### config.mk
export PLATFORM = sky130hd
export DESIGN_NAME = cmt_channel
export DESIGN_NICKNAME = d
export VERILOG_FILES = /design/src/rtl/cmt_pkg.sv /design/src/rtl/cmt_prescaler.sv /design/src/rtl/cmt_wr_sync.sv /design/src/rtl/cmt_core.sv /design/src/rtl/cmt_channel.sv
export SDC_FILE = /design/constraint.sdc
export NUM_CORES = 1
export LEC_CHECK = 0
export ABC_AREA = 0
export CORE_MARGIN = 3
export CORE_UTILIZATION = 45
export CTS_CLUSTER_DIAMETER = 200
export DETAILED_ROUTE_END_ITERATION = 10
export DONT_BUFFER_PORTS = 1
export PLACE_DENSITY_LB_ADDON = 0.05
export SETUP_SLACK_MARGIN = 0.2
export SLEW_MARGIN = 10
export SYNTH_ARGS = -nofsm -noshare
export SYNTH_HDL_FRONTEND = slang
export SYNTH_SLANG_ARGS = --single-unit
### constraint.sdc
create_clock -name clk -period 2.06 [get_ports clk]
set_clock_uncertainty 0.05 [all_clocks]
set_input_delay 0.515 -clock clk [delete_from_list [all_inputs] [get_ports clk]]
set_output_delay 0.515 -clock clk [all_outputs]
set_load 0.01 [all_outputs]
### src/rtl/cmt_pkg.sv
package cmt_pkg;
  localparam int CTRL_W   = 16;
  localparam int B_MATCH  = 15;
  localparam int B_OVF    = 14;
  localparam int B_PEND   = 13;
  localparam int B_MODE   = 8;
  localparam int B_REQ_LO = 4;
  localparam int B_CKS_LO = 0;

  typedef enum logic [1:0] {
    REQ_NONE = 2'd0,
    REQ_DMA  = 2'd1,
    REQ_IRQ  = 2'd2,
    REQ_RSVD = 2'd3
  } req_sel_e;

  typedef enum logic [1:0] {
    ADDR_CTRL = 2'd0,
    ADDR_CNT  = 2'd1,
    ADDR_CMP  = 2'd2,
    ADDR_NONE = 2'd3
  } reg_addr_e;

  typedef struct packed {
    logic       restart;
    req_sel_e   req;
    logic [2:0] cks;
  } cfg_t;
endpackage

### src/rtl/cmt_prescaler.sv
module cmt_prescaler #(
  parameter int PRE_W = 7
) (
  input  logic       clk,
  input  logic       rst_n,
  input  logic       run,
  input  logic [2:0] cks,
  output logic       tick
);
  localparam logic [PRE_W-1:0] M_DIV1   = '0;
  localparam logic [PRE_W-1:0] M_DIV8   = PRE_W'(7);
  localparam logic [PRE_W-1:0] M_DIV32  = PRE_W'(31);
  localparam logic [PRE_W-1:0] M_DIV128 = PRE_W'(127);

  logic [PRE_W-1:0] pre_q;
  logic [PRE_W-1:0] mask;
  logic             sel_ok;

  always_comb begin
    sel_ok = 1'b1;
    case (cks)
      3'd7:    mask = M_DIV1;
      3'd4:    mask = M_DIV8;
      3'd5:    mask = M_DIV32;
      3'd6:    mask = M_DIV128;
      default: begin
        mask   = M_DIV1;
        sel_ok = 1'b0;
      end
    endcase
  end

  assign tick = run && sel_ok && ((pre_q & mask) == mask);

  always_ff @(posedge clk or negedge rst_n) begin
    if (!rst_n)   pre_q <= '0;
    else if (run) pre_q <= pre_q + 1'b1;
    else          pre_q <= '0;
  end
endmodule

### src/rtl/cmt_wr_sync.sv
module cmt_wr_sync #(
  parameter int W   = 32,
  parameter int LAT = 2
) (
  input  logic         clk,
  input  logic         rst_n,
  input  logic         wr,
  input  logic [W-1:0] wdata,
  output logic         fire,
  output logic [W-1:0] fire_data,
  output logic         busy
);
  logic [LAT-1:0] vld_q;
  logic [W-1:0]   dat_q [LAT];

  always_ff @(posedge clk or negedge rst_n) begin
    if (!rst_n) begin
      vld_q <= '0;
      for (int i = 0; i < LAT; i++) dat_q[i] <= '0;
    end else begin
      vld_q[0] <= wr;
      dat_q[0] <= wdata;
      for (int i = 1; i < LAT; i++) begin
        vld_q[i] <= vld_q[i-1];
        dat_q[i] <= dat_q[i-1];
      end
    end
  end

  assign fire      = vld_q[LAT-1];
  assign fire_data = dat_q[LAT-1];
  assign busy      = |vld_q;
endmodule

### src/rtl/cmt_core.sv
module cmt_core
  import cmt_pkg::*;
#(
  parameter int CNT_W = 32
) (
  input  logic              clk,
  input  logic              rst_n,
  input  logic              tick,
  input  logic              cfg_load,
  input  logic [CTRL_W-1:0] cfg_data,
  input  logic              cmp_load,
  input  logic [CNT_W-1:0]  cmp_data,
  input  logic              cnt_load,
  input  logic [CNT_W-1:0]  cnt_data,
  output logic [CNT_W-1:0]  cnt_q,
  output logic [CNT_W-1:0]  cmp_q,
  output cfg_t              cfg_q,
  output logic              match_q,
  output logic              ovf_q,
  output logic              dma_q
);
  logic match_evt;
  logic ovf_evt;
  logic keep_match;
  logic keep_ovf;

  assign match_evt  = tick && !cnt_load && (cnt_q == cmp_q);
  assign ovf_evt    = tick && !cnt_load && !match_evt && (&cnt_q);
  assign keep_match = !cfg_load || cfg_data[B_MATCH];
  assign keep_ovf   = !cfg_load || cfg_data[B_OVF];

  always_ff @(posedge clk or negedge rst_n) begin
    if (!rst_n) begin
      cnt_q   <= '0;
      cmp_q   <= '1;
      cfg_q   <= '{restart: 1'b0, req: REQ_NONE, cks: 3'd0};
      match_q <= 1'b0;
      ovf_q   <= 1'b0;
      dma_q   <= 1'b0;
    end else begin
      if (cnt_load)                      cnt_q <= cnt_data;
      else if (match_evt && cfg_q.restart) cnt_q <= '0;
      else if (tick)                     cnt_q <= cnt_q + 1'b1;

      if (cmp_load) cmp_q <= cmp_data;
      if (cfg_load) begin
        cfg_q.restart <= cfg_data[B_MODE];
        cfg_q.req     <= req_sel_e'(cfg_data[B_REQ_LO +: 2]);
        cfg_q.cks     <= cfg_data[B_CKS_LO +: 3];
      end

      match_q <= match_evt | (match_q & keep_match);
      ovf_q   <= ovf_evt   | (ovf_q & keep_ovf);
      dma_q   <= match_evt && (cfg_q.req == REQ_DMA);
    end
  end

  AST_LOAD_LANDS: assert property (@(posedge clk) disable iff (!rst_n)
    cnt_load |=> cnt_q == $past(cnt_data));
  AST_RESTART_ON_MATCH: assert property (@(posedge clk) disable iff (!rst_n)
    tick && !cnt_load && cfg_q.restart && cnt_q == cmp_q |=> cnt_q == '0 && match_q);
  AST_FREE_PAST_MATCH: assert property (@(posedge clk) disable iff (!rst_n)
    tick && !cnt_load && !cfg_q.restart && cnt_q == cmp_q |=> cnt_q == $past(cnt_q) + 1'b1 && match_q);
  AST_HOLD_NO_TICK: assert property (@(posedge clk) disable iff (!rst_n)
    !tick && !cnt_load |=> $stable(cnt_q));
  AST_OVF_CAUSE: assert property (@(posedge clk) disable iff (!rst_n)
    $rose(ovf_q) |-> $past(&cnt_q) && cnt_q == '0);
endmodule

### src/rtl/cmt_channel.sv
module cmt_channel
  import cmt_pkg::*;
#(
  parameter int CNT_W      = 32,
  parameter int CFG_WR_LAT = 2,
  parameter int CNT_WR_LAT = 3,
  parameter int PRE_W      = 7
) (
  input  logic             clk,
  input  logic             rst_n,
  input  logic             run,
  input  logic             reg_wr,
  input  logic [1:0]       reg_addr,
  input  logic [CNT_W-1:0] reg_wdata,
  output logic [CNT_W-1:0] reg_rdata,
  output logic             irq,
  output logic             dma_req
);
  logic              wr_ctrl, wr_cnt, wr_cmp;
  logic              cfg_fire, cmp_fire, cnt_fire;
  logic [CTRL_W-1:0] cfg_fdata;
  logic [CNT_W-1:0]  cmp_fdata, cnt_fdata;
  logic              cfg_busy, cmp_busy, cnt_busy;
  logic              tick;
  logic [CNT_W-1:0]  cnt_q, cmp_q;
  cfg_t              cfg_q;
  logic              match_q, ovf_q, dma_q;
  logic [CTRL_W-1:0] ctrl_rd;

  assign wr_ctrl = reg_wr && (reg_addr == ADDR_CTRL);
  assign wr_cmp  = reg_wr && (reg_addr == ADDR_CMP);
  assign wr_cnt  = reg_wr && (reg_addr == ADDR_CNT) && !cnt_busy;

  cmt_wr_sync #(.W(CTRL_W), .LAT(CFG_WR_LAT)) u_cfg_sync (
    .clk(clk), .rst_n(rst_n), .wr(wr_ctrl), .wdata(reg_wdata[CTRL_W-1:0]),
    .fire(cfg_fire), .fire_data(cfg_fdata), .busy(cfg_busy));

  cmt_wr_sync #(.W(CNT_W), .LAT(CFG_WR_LAT)) u_cmp_sync (
    .clk(clk), .rst_n(rst_n), .wr(wr_cmp), .wdata(reg_wdata),
    .fire(cmp_fire), .fire_data(cmp_fdata), .busy(cmp_busy));

  cmt_wr_sync #(.W(CNT_W), .LAT(CNT_WR_LAT)) u_cnt_sync (
    .clk(clk), .rst_n(rst_n), .wr(wr_cnt), .wdata(reg_wdata),
    .fire(cnt_fire), .fire_data(cnt_fdata), .busy(cnt_busy));

  cmt_prescaler #(.PRE_W(PRE_W)) u_pre (
    .clk(clk), .rst_n(rst_n), .run(run), .cks(cfg_q.cks), .tick(tick));

  cmt_core #(.CNT_W(CNT_W)) u_core (
    .clk(clk), .rst_n(rst_n), .tick(tick),
    .cfg_load(cfg_fire), .cfg_data(cfg_fdata),
    .cmp_load(cmp_fire), .cmp_data(cmp_fdata),
    .cnt_load(cnt_fire), .cnt_data(cnt_fdata),
    .cnt_q(cnt_q), .cmp_q(cmp_q), .cfg_q(cfg_q),
    .match_q(match_q), .ovf_q(ovf_q), .dma_q(dma_q));

  always_comb begin
    ctrl_rd                  = '0;
    ctrl_rd[B_MATCH]         = match_q;
    ctrl_rd[B_OVF]           = ovf_q;
    ctrl_rd[B_PEND]          = cnt_busy;
    ctrl_rd[B_MODE]          = cfg_q.restart;
    ctrl_rd[B_REQ_LO +: 2]   = cfg_q.req;
    ctrl_rd[B_CKS_LO +: 3]   = cfg_q.cks;
    case (reg_addr)
      ADDR_CTRL: reg_rdata = CNT_W'(ctrl_rd);
      ADDR_CNT:  reg_rdata = cnt_q;
      ADDR_CMP:  reg_rdata = cmp_q;
      default:   reg_rdata = '0;
    endcase
  end

  assign irq     = match_q && (cfg_q.req == REQ_IRQ);
  assign dma_req = dma_q;

  AST_IRQ_HELD: assert property (@(posedge clk) disable iff (!rst_n)
    irq && !cfg_fire |=> irq);
  AST_PEND_BLOCKS: assert property (@(posedge clk) disable iff (!rst_n)
    cnt_busy && !cnt_fire |=> cnt_busy);
  AST_CFG_DELAY: assert property (@(posedge clk) disable iff (!rst_n)
    !cfg_busy |=> $stable(cfg_q));
  AST_CMP_DELAY: assert property (@(posedge clk) disable iff (!rst_n)
    !cmp_busy |=> $stable(cmp_q));
endmodule

==> results of run 1 <==
[what timing repair did]
item,4_1_cts,5_1_grt
pin swaps,15,15
endpoints found under the setup margin,58,56
resized for setup,80,44
gates cloned,1,0
endpoints found under the hold margin,183,183
buffers inserted,5,19
[cells by family after synthesis]
group           count (synthesis)  share of synthesized area [%]
simple gates                  196                           14.4
flops                         183                           60.1
compound gates                106                           9.96
buf+inv                        52                           3.83
mux                            49                           6.97
xor+xnor                       39                           4.44
fa+ha+maj                       2                          0.326
[report_power, final]
part           leakage, nW  switching (W)  internal, W
sequential            2.06       0.000338      0.00402
clock                0.279        0.00157      0.00163
combinational         1.97        0.00103      0.00120
total                 4.31        0.00294      0.00685
[layout by cell type (no fill, tap or decap), types with 14 or more instances in the layout]
| master | count |
|---|---|
| dfrtp_1 | 139 |
| buf_4 | 106 |
| nand2_1 | 48 |
| mux2_2 | 36 |
| dfstp_2 | 32 |
| nand3_1 | 30 |
| xnor2_1 | 26 |
| buf_6 | 26 |
| a22o_4 | 20 |
| nand4_1 | 19 |
| clkbuf_16 | 17 |
| a21oi_1 | 15 |
| nor2_1 | 14 |
[final timing paths]
path | cells after the start | endpoint
max reg2reg | 7 | u_core.cnt_q[30]$_DFFE_PN0P_
max in group asynchronous | 0 | u_core.cmp_q[3]$_DFFE_PN1P_
min in group clk | 0 | u_cnt_sync.dat_q[91]$_DFF_PN0_
min | 0 | u_cnt_sync.dat_q[33]$_DFF_PN0_
min reg2reg | 0 | u_cnt_sync.dat_q[60]$_DFF_PN0_
max | 7 | u_core.cnt_q[30]$_DFFE_PN0P_
[per-stage QoR]
step	std cells	setup slack (ns)	util, %	power [W]
after floorplan	627	0.0282	-	0.00538
after global placement	914	-0.333	52.0	0.00615
after detailed placement	914	-0.335	52.0	0.00617
after CTS	952	-0.0464	57.9	0.00963
after global routing	971	-0.190	60.2	0.0102
final	972	-0.0662	60.2	0.00979
[worst max-delay path, delay by kind of cell (launching register included)]
family	cells	cell delay (ns)
DFF	1	0.56
buffers and inverters	1	0.17
and+or+nand+nor	4	1.02
AOI/OAI and AO/OA	1	0.08
xor gates and xnor gates	1	0.13
[cell type report]
class                           count  area, um2
Sequential cell                   183       4630
Timing Repair Buffer              136       1170
Tap cell                          220        275
Fill cell                        1342       6620
Antenna cell                        1       2.50
Clock buffer                       18        429
Inverter                            7       26.3
Clock inverter                     14        153
Multi-Input combinational cell    393       3330
[sequential cells by signal, indices dropped and copies added (netlist names), 3 cells and up]
signal                count
u_cnt_sync.dat_q         64
u_cnt_sync.fire_data     32
u_core.cmp_q             32
u_core.cnt_q             32
u_pre.pre_q               7
u_core.cfg_q              6
u_cnt_sync.vld_q          3
[routing by layer]
metal | wire [um] | up-vias | GRT usage (%)
li1 | - | 2482 | -
met1 | 9700 | 2792 | 32.2
met2 | 9970 | 176 | 35.4
met3 | 1180 | 32 | 6.40
met4 | 507 | 0 | 7.84
met5 | 0 | - | 2.78
==> qor.txt, run 1 <==
Placer Congestion: 0.937
pwr dens: 977 nW/um2
Die ar.: 18700 um2
core area: 16600 um2
run status: finished, violations left
RSZ-0062 raised after global routing: yes
IO Port Bufs: 0
TritonCTS buffer count: 17
largest net degree at the start of global routing: 184
max incr delay on CP: 0.56 ns
FF-to-FF Start: u_core.cmp_q[23]$_DFFE_PN1P_
Post-route DRC: 0
Synth top area share: 49.2%
Critical Path AT: 2.40 ns
Pre-antenna DRT Iters: 5
EDFF count, synth: 0
max-cap violations: 0
critical-path cell list: xnor2_2 -> nand4_1 -> nor4_4 -> buf_6 -> nand3_4 -> nor3_4 -> o31ai_2
Netlist cell types: 62
CTS tree: done
Post-Syn Area: 7690 um2
VDD IR max: 0.696 mV
CTS max path bufs: 2
Die Wd: 137 um
area grow syn2layout: 30.4%
WL/cell: 22.0 um
vias in the first global route: 5535
Remaining Overflow, GRT: 0
sequential share of the synthesized area: 60.1%
CP max stage cell: dfstp_2
fin crit period: 2.13 ns
min-delay worst type: input pin to asynchronous set/reset pin
# IOs: 72
CTS H-tree lvls: 4
vias: 5482
synth top area cells: dfrtp_1 (49%), dfstp_2 (11%), mux2_2 (5.3%)
CP Launch Type: flip-flop
count leader, synth: dfrtp_1
data required time at the worst endpoint: 2.33 ns
achievable clock frequency: 0.470 GHz
clock root buffer master: clkbuf_16
initial drt markers: 426
CP Class: flip-flop to flip-flop
Final setup viols: 19
failing checks: hold timing, setup timing
Clock Latency Late Sink: 0.44 ns
drt total wl: 21.4 mm
fin nets: 778
GRT Total Usage: 23.3%
placed cell areas: 8660 um2
worst-path fanout max: 5
reg2reg setup slack: -0.07 ns
Starting Density: 46.2%
die height: 137 um
leak pwr: 4.31 nW
antenna-violating nets left: 0
Post-Synthesis Cells: 627
CP Capture Type: flip-flop
dominant cell type by area after synthesis: dfrtp_1
Top FF cell, synth: dfrtp_1
Final period util: 103%
Synth async-reset ratio: 100%
Post-Syn Nets: 667
Clock transition at path regs: 0.08 ns
Slew Limit Headroom: 61.8%
Final Cell Area: 10000 um2
setup TNS: -0.789 ns
Final WS setup: -0.0662 ns
Vias/cell: 5.64
flip-flop and latch count after synthesis: 183
synthesis warning total: 0
initial antenna violation count: 0
DP HPWL: 14.3 mm
Final Hold Vio Count: 165
first-pass GRT wire length: 32.5 mm
row count: 47
Post-synth top cells: dfrtp_1 (151), nand2_1 (51), xnor2_1 (37)
# clock sinks: 183
fraction of final layout cells with drive strength greater than 1: 44.6%
hold slack: -0.281 ns
Slew Viols, Final: 0
Syn Area/Cell: 12.3 um2
Worst-Margin Slew: 0.573 ns
worst setup path start: u_core.cmp_q[23]$_DFFE_PN1P_
Power figures use the tool's default switching activity.
==> run 2, diff against run 1 <==
--- a/config.mk
+++ b/config.mk
@@ -6,6 +6,8 @@
 export NUM_CORES = 1
 export LEC_CHECK = 0
 export ABC_AREA = 0
+export CELL_PAD_IN_SITES_DETAIL_PLACEMENT = 1
+export CELL_PAD_IN_SITES_GLOBAL_PLACEMENT = 1
 export CORE_MARGIN = 3
 export CORE_UTILIZATION = 45
 export CTS_CLUSTER_DIAMETER = 200
==> run 2 against run 1 <==
Critical path type unchanged; highest routed layer is now met5; wire length up 9.7%; cell count up 0.82%; critical endpoint is now u_core.cnt_q[27]$_DFFE_PN0P_; non-clock buffer count up 9; via count up 3.2%; clock-buffer cell count unchanged; the flow still finishes with violations (hold timing, setup timing).
==> qor.txt, run 2 (synthesis gave the netlist of run 1 again) <==
vias in the first global route: 6175
data required time at the worst endpoint: 2.33 ns
ANT cells: 0
Final WS setup: -0.156 ns
clock root buffer master: clkbuf_16
TritonCTS buffer count: 17
achievable clock frequency: 0.451 GHz
internal power: 0.00685 W
area grow syn2layout: 31.3%
fraction of final layout cells with drive strength greater than 1: 45.3%
commonest cells after routing, fill and taps aside: dfrtp_1 (138), buf_4 (111), nand2_1 (48)
Pre-antenna DRT Iters: 5
CP Launch Type: flip-flop
Slew Limit Headroom: 62.1%
initial drt markers: 393
CTS max path bufs: 2
non-filler cells, final: 980
Die ar.: 18700 um2
max-cap violations: 0
initial antenna violation count: 1
die height: 137 um
Clock power frac: 32.7%
drt total wl: 23.4 mm
fin crit period: 2.22 ns
Slew Viols, Final: 0
placed cells: 931
vias: 5658
antenna-violating nets left: 0
Clock transition at path regs: 0.07 ns
largest net degree at the start of global routing: 184
CP Class: flip-flop to flip-flop
GRT Total Usage: 26.3%
fillers: 1643
hold slack: -0.281 ns
grt met2 use: 41.7%
Clock Latency Late Sink: 0.44 ns
commonest non-fill, non-tap cell in the layout: dfrtp_1
RSZ-0062 raised after global routing: yes
Final Hold Vio Count: 183
post-layout util: 60.6%
WL/cell: 23.9 um
Starting Density: 46.2%
leak pwr: 4.37 nW
row count: 47
GRT met1 Usage: 35.0%
IO Port Bufs: 0
CTS H-tree lvls: 4
setup TNS: -2.21 ns
# IOs: 72
sw frac: 30.6%
routing usage on met3: 7.24%
Multi-input gate area: 3300 um2
reg2reg setup slack: -0.16 ns
global route hottest layer: met2
CP Capture Type: flip-flop
core area: 16600 um2
VDD IR max: 0.703 mV
sequential power share: 44.3%
Vias/cell: 5.77
# clock sinks: 183
Post-route DRC: 0
min-delay worst type: input pin to asynchronous set/reset pin
Comb pwr share: 22.9%
fin nets: 787
Final setup viols: 31
P_sw: 0.00302 W
Most flops, register: u_cnt_sync.dat_q
Remaining Overflow, GRT: 0
Worst-Margin Slew: 0.568 ns
run status: finished, violations left
Critical Path AT: 2.49 ns
failing checks: hold timing, setup timing
Placer Congestion: 0.880
DP HPWL: 15.6 mm
Final period util: 108%
pwr dens: 978 nW/um2
Die Wd: 137 um
Reg area: 4640 um2
worst-path fanout max: 27
max reg flops: 64
first-pass GRT wire length: 36.5 mm
CTS tree: done
-- run 2: cell types whose count changed in the layout (fill, tap and decap cells not counted), sizes merged --
cell / change
buf: +9
clkinv: +2
diode: -1
inv: -2
-- run 2: path summary, 6_finish.rpt --
path | from | endpoint | depth (start not counted)
worst max-delay path | u_core.cmp_q[13]$_DFFE_PN1P_ | u_core.cnt_q[27]$_DFFE_PN0P_ | 8
worst min-delay path | rst_n | u_pre.pre_q[2]$_DFF_PN0_ | 0
worst max register to register | u_core.cmp_q[13]$_DFFE_PN1P_ | u_core.cnt_q[27]$_DFFE_PN0P_ | 8
worst min register to register | u_cnt_sync.dat_q[84]$_DFF_PN0_ | u_cnt_sync.dat_q[52]$_DFF_PN0_ | 0
max in group asynchronous | rst_n | u_core.cmp_q[20]$_DFFE_PN1P_ | 0
min in group clk | reg_wdata[20] | u_cnt_sync.dat_q[84]$_DFF_PN0_ | 0
-- run 2: layout make-up --
type | instances | share of cell area [%]
inverter | 7 | 0.260
multi-input combinational | 393 | 32.7
timing repair buffer | 145 | 12.5
clock buffer | 18 | 4.25
sequential | 183 | 45.9
tap | 220 | 2.73
clock inverter | 14 | 1.56
-- run 2: what timing repair did --
action,4_1_cts,5_1_grt
pin swaps,14,8
setup endpoints to repair,60,59
resized for setup,83,39
setup buffers,11,5
gates cloned,1,0
hold endpoints to repair,183,183
-- run 2: critical path, stage by stage (launching register included) --
cell and delay, ns:
dfstp_2 0.61, xnor2_2 0.18, nand4_1 0.25, nor4_4 0.27, buf_4 0.18, nand4_4 0.10
buf_12 0.19, a32oi_2 0.19, nand2_1 0.08
-- run 2: layer usage --
layer | vias to the layer above | share of wire (%) | wire length (um)
met5 | - | 0.030 | 7
met4 | 2 | 2.5 | 583
met2 | 130 | 48 | 11300
met1 | 2978 | 44 | 10200
li1 | 2510 | - | -
met3 | 38 | 5.6 | 1320
-- run 2: metrics by stage --
| stage | hold WS (ns) | setup WS, ns | total power (W) | cell area [um2] |
|---|---|---|---|---|
| 2_1_floorplan | 0.169 | 0.0282 | 0.00538 | 7790 |
| 3_3_place_gp | 0.176 | -0.334 | 0.00624 | 8790 |
| 3_5_place_dp | 0.174 | -0.380 | 0.00632 | 8790 |
| 4_1_cts | -0.299 | -0.108 | 0.00984 | 9860 |
| 5_1_grt | -0.303 | -0.264 | 0.0103 | 10100 |
| 6_report | -0.281 | -0.156 | 0.00986 | 10100 |
-- run 2: power groups by stage --
stage               clock (W)  combinational [W]  sequential [W]
detailed placement          0            0.00193         0.00439
finish                0.00323            0.00226         0.00437
global route          0.00345            0.00243         0.00442
CTS                   0.00330            0.00217         0.00437
global placement            0            0.00187         0.00437
floorplan                   0            0.00108         0.00429
